File: config.mk
export PLATFORM = sky130hd
export DESIGN_NAME = muldiv_unit
export DESIGN_NICKNAME = d
export VERILOG_FILES = /design/src/rtl/muldiv_pkg.sv /design/src/rtl/muldiv_ctrl.sv /design/src/rtl/muldiv_mulstep.sv /design/src/rtl/muldiv_divstep.sv /design/src/rtl/muldiv_unit.sv
export SDC_FILE = /design/constraint.sdc
export NUM_CORES = 1
export LEC_CHECK = 0
export BUFFER_PORTS_ARGS = -buffer_cell sky130_fd_sc_hd__buf_2
export CORE_ASPECT_RATIO = 1.75
export CORE_MARGIN = 2
export CORE_UTILIZATION = 54
export CTS_CLUSTER_DIAMETER = 40
export DETAILED_ROUTE_END_ITERATION = 10
export PLACE_DENSITY_LB_ADDON = 0.08
export SYNTH_ARGS = -nofsm -noshare
export SYNTH_HDL_FRONTEND = slang
export SYNTH_SLANG_ARGS = --single-unit
export TNS_END_PERCENT = 5
File: constraint.sdc
create_clock -name clk -period 2.49 [get_ports clk]
set_clock_uncertainty 0.2 [all_clocks]
set_input_delay 0.1245 -clock clk [delete_from_list [all_inputs] [get_ports clk]]
set_output_delay 0.1245 -clock clk [all_outputs]
set_load 0.02 [all_outputs]
File: src/rtl/muldiv_pkg.sv
package muldiv_pkg;
  typedef enum logic [1:0] {
    OP_MUL  = 2'd0,
    OP_IDIV = 2'd1,
    OP_FDIV = 2'd2,
    OP_NONE = 2'd3
  } op_e;
endpackage

File: src/rtl/muldiv_ctrl.sv
module muldiv_ctrl #(
  parameter int CW = 5
) (
  input  logic          clk,
  input  logic          rst,
  input  logic          load,
  input  logic [CW-1:0] count,
  output logic          busy,
  output logic          last
);
  logic [CW-1:0] cnt_q;

  always_ff @(posedge clk) begin
    if (rst) begin
      cnt_q <= '0;
    end else if (load) begin
      cnt_q <= count;
    end else if (cnt_q != '0) begin
      cnt_q <= cnt_q - 1'b1;
    end
  end

  assign busy = (cnt_q != '0);
  assign last = (cnt_q == CW'(1));
endmodule

File: src/rtl/muldiv_mulstep.sv
module muldiv_mulstep #(
  parameter int W = 16,
  localparam int H = W / 2
) (
  input  logic [W-1:0] acc,
  input  logic [H-1:0] mcand,
  output logic [W-1:0] acc_nxt
);
  logic [H:0] sum;

  always_comb begin
    sum     = {1'b0, acc[W-1:H]} + (acc[0] ? {1'b0, mcand} : '0);
    acc_nxt = {sum, acc[H-1:1]};
  end
endmodule

File: src/rtl/muldiv_divstep.sv
module muldiv_divstep #(
  parameter int W = 16
) (
  input  logic [W-1:0] rem,
  input  logic [W-1:0] quo,
  input  logic [W-1:0] den,
  output logic [W-1:0] rem_nxt,
  output logic [W-1:0] quo_nxt
);
  logic [W:0]   shifted;
  logic [W+1:0] diff;
  logic         borrow;

  always_comb begin
    shifted = {rem, quo[W-1]};
    diff    = {1'b0, shifted} - {2'b00, den};
    borrow  = diff[W+1];
    rem_nxt = borrow ? shifted[W-1:0] : diff[W-1:0];
    quo_nxt = {quo[W-2:0], ~borrow};
  end
endmodule

File: src/rtl/muldiv_unit.sv
module muldiv_unit
  import muldiv_pkg::*;
#(
  parameter int W = 16
) (
  input  logic         clk,
  input  logic         rst,
  input  logic         start,
  input  logic [1:0]   op,
  input  logic [W-1:0] d_in,
  input  logic [W-1:0] x_in,
  output logic         busy,
  output logic         done,
  output logic [W-1:0] res_x,
  output logic [W-1:0] res_d,
  output logic         flag_c,
  output logic         flag_v,
  output logic         flag_z
);
  localparam int H  = W / 2;
  localparam int CW = $clog2(W + 1);

  op_e           op_q;
  logic [W-1:0]  rem_q, quo_q, den_q, hold_q;
  logic          dz_q, ov_q;
  logic          accept, last;
  logic [CW-1:0] steps;
  logic [W-1:0]  mul_nxt, rem_nxt, quo_nxt;

  assign accept = start && !busy && (op != OP_NONE);
  assign steps  = (op == OP_MUL) ? CW'(H) : CW'(W);

  muldiv_ctrl #(.CW(CW)) u_ctrl (
    .clk(clk), .rst(rst), .load(accept), .count(steps),
    .busy(busy), .last(last)
  );

  muldiv_mulstep #(.W(W)) u_mul (
    .acc(quo_q), .mcand(den_q[H-1:0]), .acc_nxt(mul_nxt)
  );

  muldiv_divstep #(.W(W)) u_div (
    .rem(rem_q), .quo(quo_q), .den(den_q),
    .rem_nxt(rem_nxt), .quo_nxt(quo_nxt)
  );

  // operand capture and iteration
  always_ff @(posedge clk) begin
    if (rst) begin
      op_q   <= OP_MUL;
      rem_q  <= '0;
      quo_q  <= '0;
      den_q  <= '0;
      hold_q <= '0;
      dz_q   <= 1'b0;
      ov_q   <= 1'b0;
    end else if (accept) begin
      op_q <= op_e'(op);
      dz_q <= (x_in == '0);
      ov_q <= (op == OP_FDIV) && (d_in >= x_in);
      case (op)
        OP_MUL: begin
          quo_q  <= {{H{1'b0}}, d_in[H-1:0]};
          den_q  <= {{H{1'b0}}, d_in[W-1:H]};
          rem_q  <= '0;
          hold_q <= x_in;
        end
        OP_FDIV: begin
          quo_q  <= '0;
          rem_q  <= d_in;
          den_q  <= x_in;
          hold_q <= d_in;
        end
        default: begin
          quo_q  <= d_in;
          rem_q  <= '0;
          den_q  <= x_in;
          hold_q <= d_in;
        end
      endcase
    end else if (busy) begin
      if (op_q == OP_MUL) begin
        quo_q <= mul_nxt;
      end else begin
        quo_q <= quo_nxt;
        rem_q <= rem_nxt;
      end
    end
  end

  // registered results
  always_ff @(posedge clk) begin
    if (rst) begin
      done   <= 1'b0;
      res_x  <= '0;
      res_d  <= '0;
      flag_c <= 1'b0;
      flag_v <= 1'b0;
      flag_z <= 1'b0;
    end else begin
      done <= busy && last;
      if (busy && last) begin
        if (op_q == OP_MUL) begin
          res_d  <= mul_nxt;
          res_x  <= hold_q;
          flag_c <= mul_nxt[H-1];
          flag_v <= 1'b0;
          flag_z <= (mul_nxt == '0);
        end else if (dz_q || ov_q) begin
          res_x  <= '1;
          res_d  <= hold_q;
          flag_c <= dz_q;
          flag_v <= ov_q;
          flag_z <= 1'b0;
        end else begin
          res_x  <= quo_nxt;
          res_d  <= rem_nxt;
          flag_c <= 1'b0;
          flag_v <= 1'b0;
          flag_z <= (quo_nxt == '0);
        end
      end
    end
  end
endmodule

==> impl_metrics.py <==
metrics = {
    "drt": {
        "detail_route.wl_per_cell_um": 21.14,
        "via_per_inst": 6.290,
        "first_pass_iters": 5,
        "drtAntennaViolNets": 0,
        "wirelength_um": 28360,
        "route.vias.total": 8441,
        "drt_iter0_drc": 643,
        "drcViolationCount": 0,
    },
    "sta": {
        "finalHoldViolCount": 0,
        "rsz0062_at_grt": "yes",
        "fin_ws_ns": -0.1761,
        "tightest_slew_ns": 0.6824,
        "setup-violations-final": 32,
        "min_period_ns": 2.666,
        "max_freq_ghz": 0.3751,
        "relSlewSlack": 0.5434,
        "period_share": 1.071,
        "setup-tns-final_ns": -2.350,
        "drv_slew": 0,
        "hold_ws_ns": 0.08491,
    },
    "global_routing": {
        "grt_pass1_wl_um": 43140,
        "antenna_found_initial": 0,
        "grt_start_max_net_pins": 57,
        "grt_pass1_vias": 8243,
        "grt-ovfl-total": 0,
        "grt_usage": 0.3825,
    },
    "hold_path": {
        "whs_path_depth": 4,
        "hp-start": "rst",
        "hold_class": "input port to flip-flop",
        "hold_end": "quo_q[13]",
    },
    "cts": {
        "max-clock-path-buffers": 2,
        "clk_pin_slew_ns": 0.07,
        "numCtsBuffers": 9,
        "tritoncts": "yes",
        "insertion_delay_ns": 0.36,
        "cts-root-buf": "clkbuf_16",
        "clock-sinks": 109,
        "cts_htree_levels": 3,
    },
    "final_layout": {
        "nNetsFinal": 1244,
        "layout.cells.most_common": "buf_4",
        "diodes": 0,
        "final_cell_mix": "buf_4, nand2_1, nor2_1",
        "area_delta_synth_final_pct": 35.27,
        "drive_gt1_frac": 0.2937,
        "fin_util": 0.7436,
        "final_cell_area_um2": 9899,
    },
    "floorplan": {
        "core_um2": 13310,
        "row_count": 56,
        "fp.dieH_um": 158,
        "die_area_um2": 14540,
        "start_util": 0.5497,
        "io_pins": 74,
        "fp.dieW_um": 92,
    },
    "setup_path": {
        "reg2reg_slack_ns": -0.18,
        "worst-setup-path-type": "flip-flop to flip-flop",
        "worstPathRequired_ns": 2.55,
        "crit_path_end_kind": "flip-flop",
        "arrival_ns": 2.73,
        "crit-reg2reg-capture": "rem_q[9]",
        "reg2reg_depth": 9,
        "crit_fanout": 7,
        "critPathLaunchType": "flip-flop",
        "regToRegStartpoint": "den_q[5]",
    },
    "synth": {
        "ys_seq_area_frac": 0.2982,
        "synth-simple-area-share": 0.2568,
        "synth_nets": 1039,
        "ys_warn_count": 0,
        "ys_types": 78,
        "synth_edf_count": 0,
        "synth_compound_gate_area_share": 0.2777,
        "synth-main-ff-cell": "dfxtp_1",
        "synth_mux_area_frac": 0.01727,
        "synth_xor_xnor_area_share": 0.01197,
        "synth_top_family_by_area": "compound AO/OA/AOI/OAI gates",
        "synth-seq-cells": 109,
        "netlist_area_um2": 7318,
        "synthAdderAreaFrac": 0.07728,
        "synth-async-reset-ratio": 0,
        "synthCells": 958,
        "syn_area_per_cell_um2": 7.639,
    },
    "job": {
        "drv_cap": 0,
    },
    "place": {
        "postPlaceCellArea_um2": 8850,
        "io_buffer_count": 73,
        "gp_congestion": 1.039,
        "hpwl_um": 21000,
    },
    "power": {
        "power.total_mw": 14.40,
        "ir_drop_v": 0.0007426,
        "p_per_area_nw_per_um2": 1454,
        "p_leak_nw": 4.158,
    },
    "outcome": {
        "violations": "setup timing",
        "outcome": "finished, violations left",
    },
}
[synth_stat cells, drive strengths merged (16+ instances only)]
cell | instances | area, µm²
o21ai | 26 | 133.9
a311oi | 28 | 245.2
nand2 | 140 | 525.5
nor4 | 20 | 125.1
dfxtp | 109 | 2182
inv | 42 | 160.2
nand4 | 16 | 100.1
a211oi | 17 | 127.6
clkbuf | 49 | 183.9
nand3 | 27 | 135.1
nor3 | 24 | 125.1
o221ai | 19 | 166.4
nor2 | 118 | 442.9
ha | 42 | 525.5
a21oi | 86 | 430.4
[registers in the layout, indices dropped and copies added (netlist names)]
register / count
hold_q: 16
ov_q: 1
flag_z: 1
rem_q: 16
quo_q: 16
u_ctrl.cnt_q: 5
op_q: 2
flag_c: 1
res_x: 16
den_q: 16
res_d: 16
flag_v: 1
done: 1
dz_q: 1
[worst max-delay path, cell delays in order, from the launching register on]
cell	delay (ns)
dfxtp_2	0.35
inv_1	0.07
ha_2	0.18
a21o_4	0.22
a311oi_4	0.31
o21ai_2	0.16
o31a_4	0.39
buf_12	0.15
mux2i_4	0.19
a2111oi_4	0.34
[what timing repair did]
item / in CTS / in global routing
hold buffers: 32 / 0
resized for setup: 29 / 59
pin swaps: 8 / 20
hold endpoints to repair: 46 / 0
endpoints found under the setup margin: 35 / 49
setup buffers: 2 / 7
[per-layer routing]
| metal | part of all wire | vias to the layer above | track usage |
|---|---|---|---|
| li1 | - | 3949 | - |
| met1 | 0.37 | 3941 | 0.4363 |
| met4 | 0.059 | 0 | 0.2331 |
| met5 | 0 | - | 0 |
| met2 | 0.50 | 435 | 0.6768 |
| met3 | 0.066 | 116 | 0.04617 |
[kinds of logic (layout without fill, tap and decap cells)]
group           Yosys count  after routing
compound gates          274            274
xor+xnor                 10             10
fa+ha+maj                44             44
buf+inv                 105            315
flops                   109            109
mux                      12             12
simple gates            404            404
[how the worst max path moves through the flow]
stage | to | start | cells past startpoint | slack [ns]
after global routing | rem_q[9] | den_q[12] | 9 | -0.27
after detailed placement | quo_q[15] | quo_q[0] | 9 | -0.24
after floorplan | rem_q[1] | den_q[6] | 9 | -0.05
final | rem_q[9] | den_q[5] | 9 | -0.18
after global placement | quo_q[15] | den_q[0] | 9 | -0.25
after CTS | rem_q[4] | quo_q[15] | 10 | -0.10
[stage by stage]
step / setup WS [ns] / cells
after CTS: -0.1045 / 1335
after global placement: -0.2450 / 1285
after floorplan: -0.05106 / 958
after global routing: -0.2705 / 1342
final: -0.1761 / 1342
after detailed placement: -0.2394 / 1285
[final cells by class]
cell class	count	area, µm²
clock buffer	9	225.2
fill	1049	3413
multi-input combinational	744	5084
clock inverter	7	80.08
timing repair buffer	257	1934
inverter	42	160.2
sequential	109	2198
tap	174	217.7
[power by group]
part,internal (mW),switching [mW],leakage [nW]
sequential,2.19,0.425,0.894
combinational,4.79,5.48,3.12
clock,0.796,0.720,0.148
total,7.77,6.62,4.16
Power figures use the tool's default switching activity.
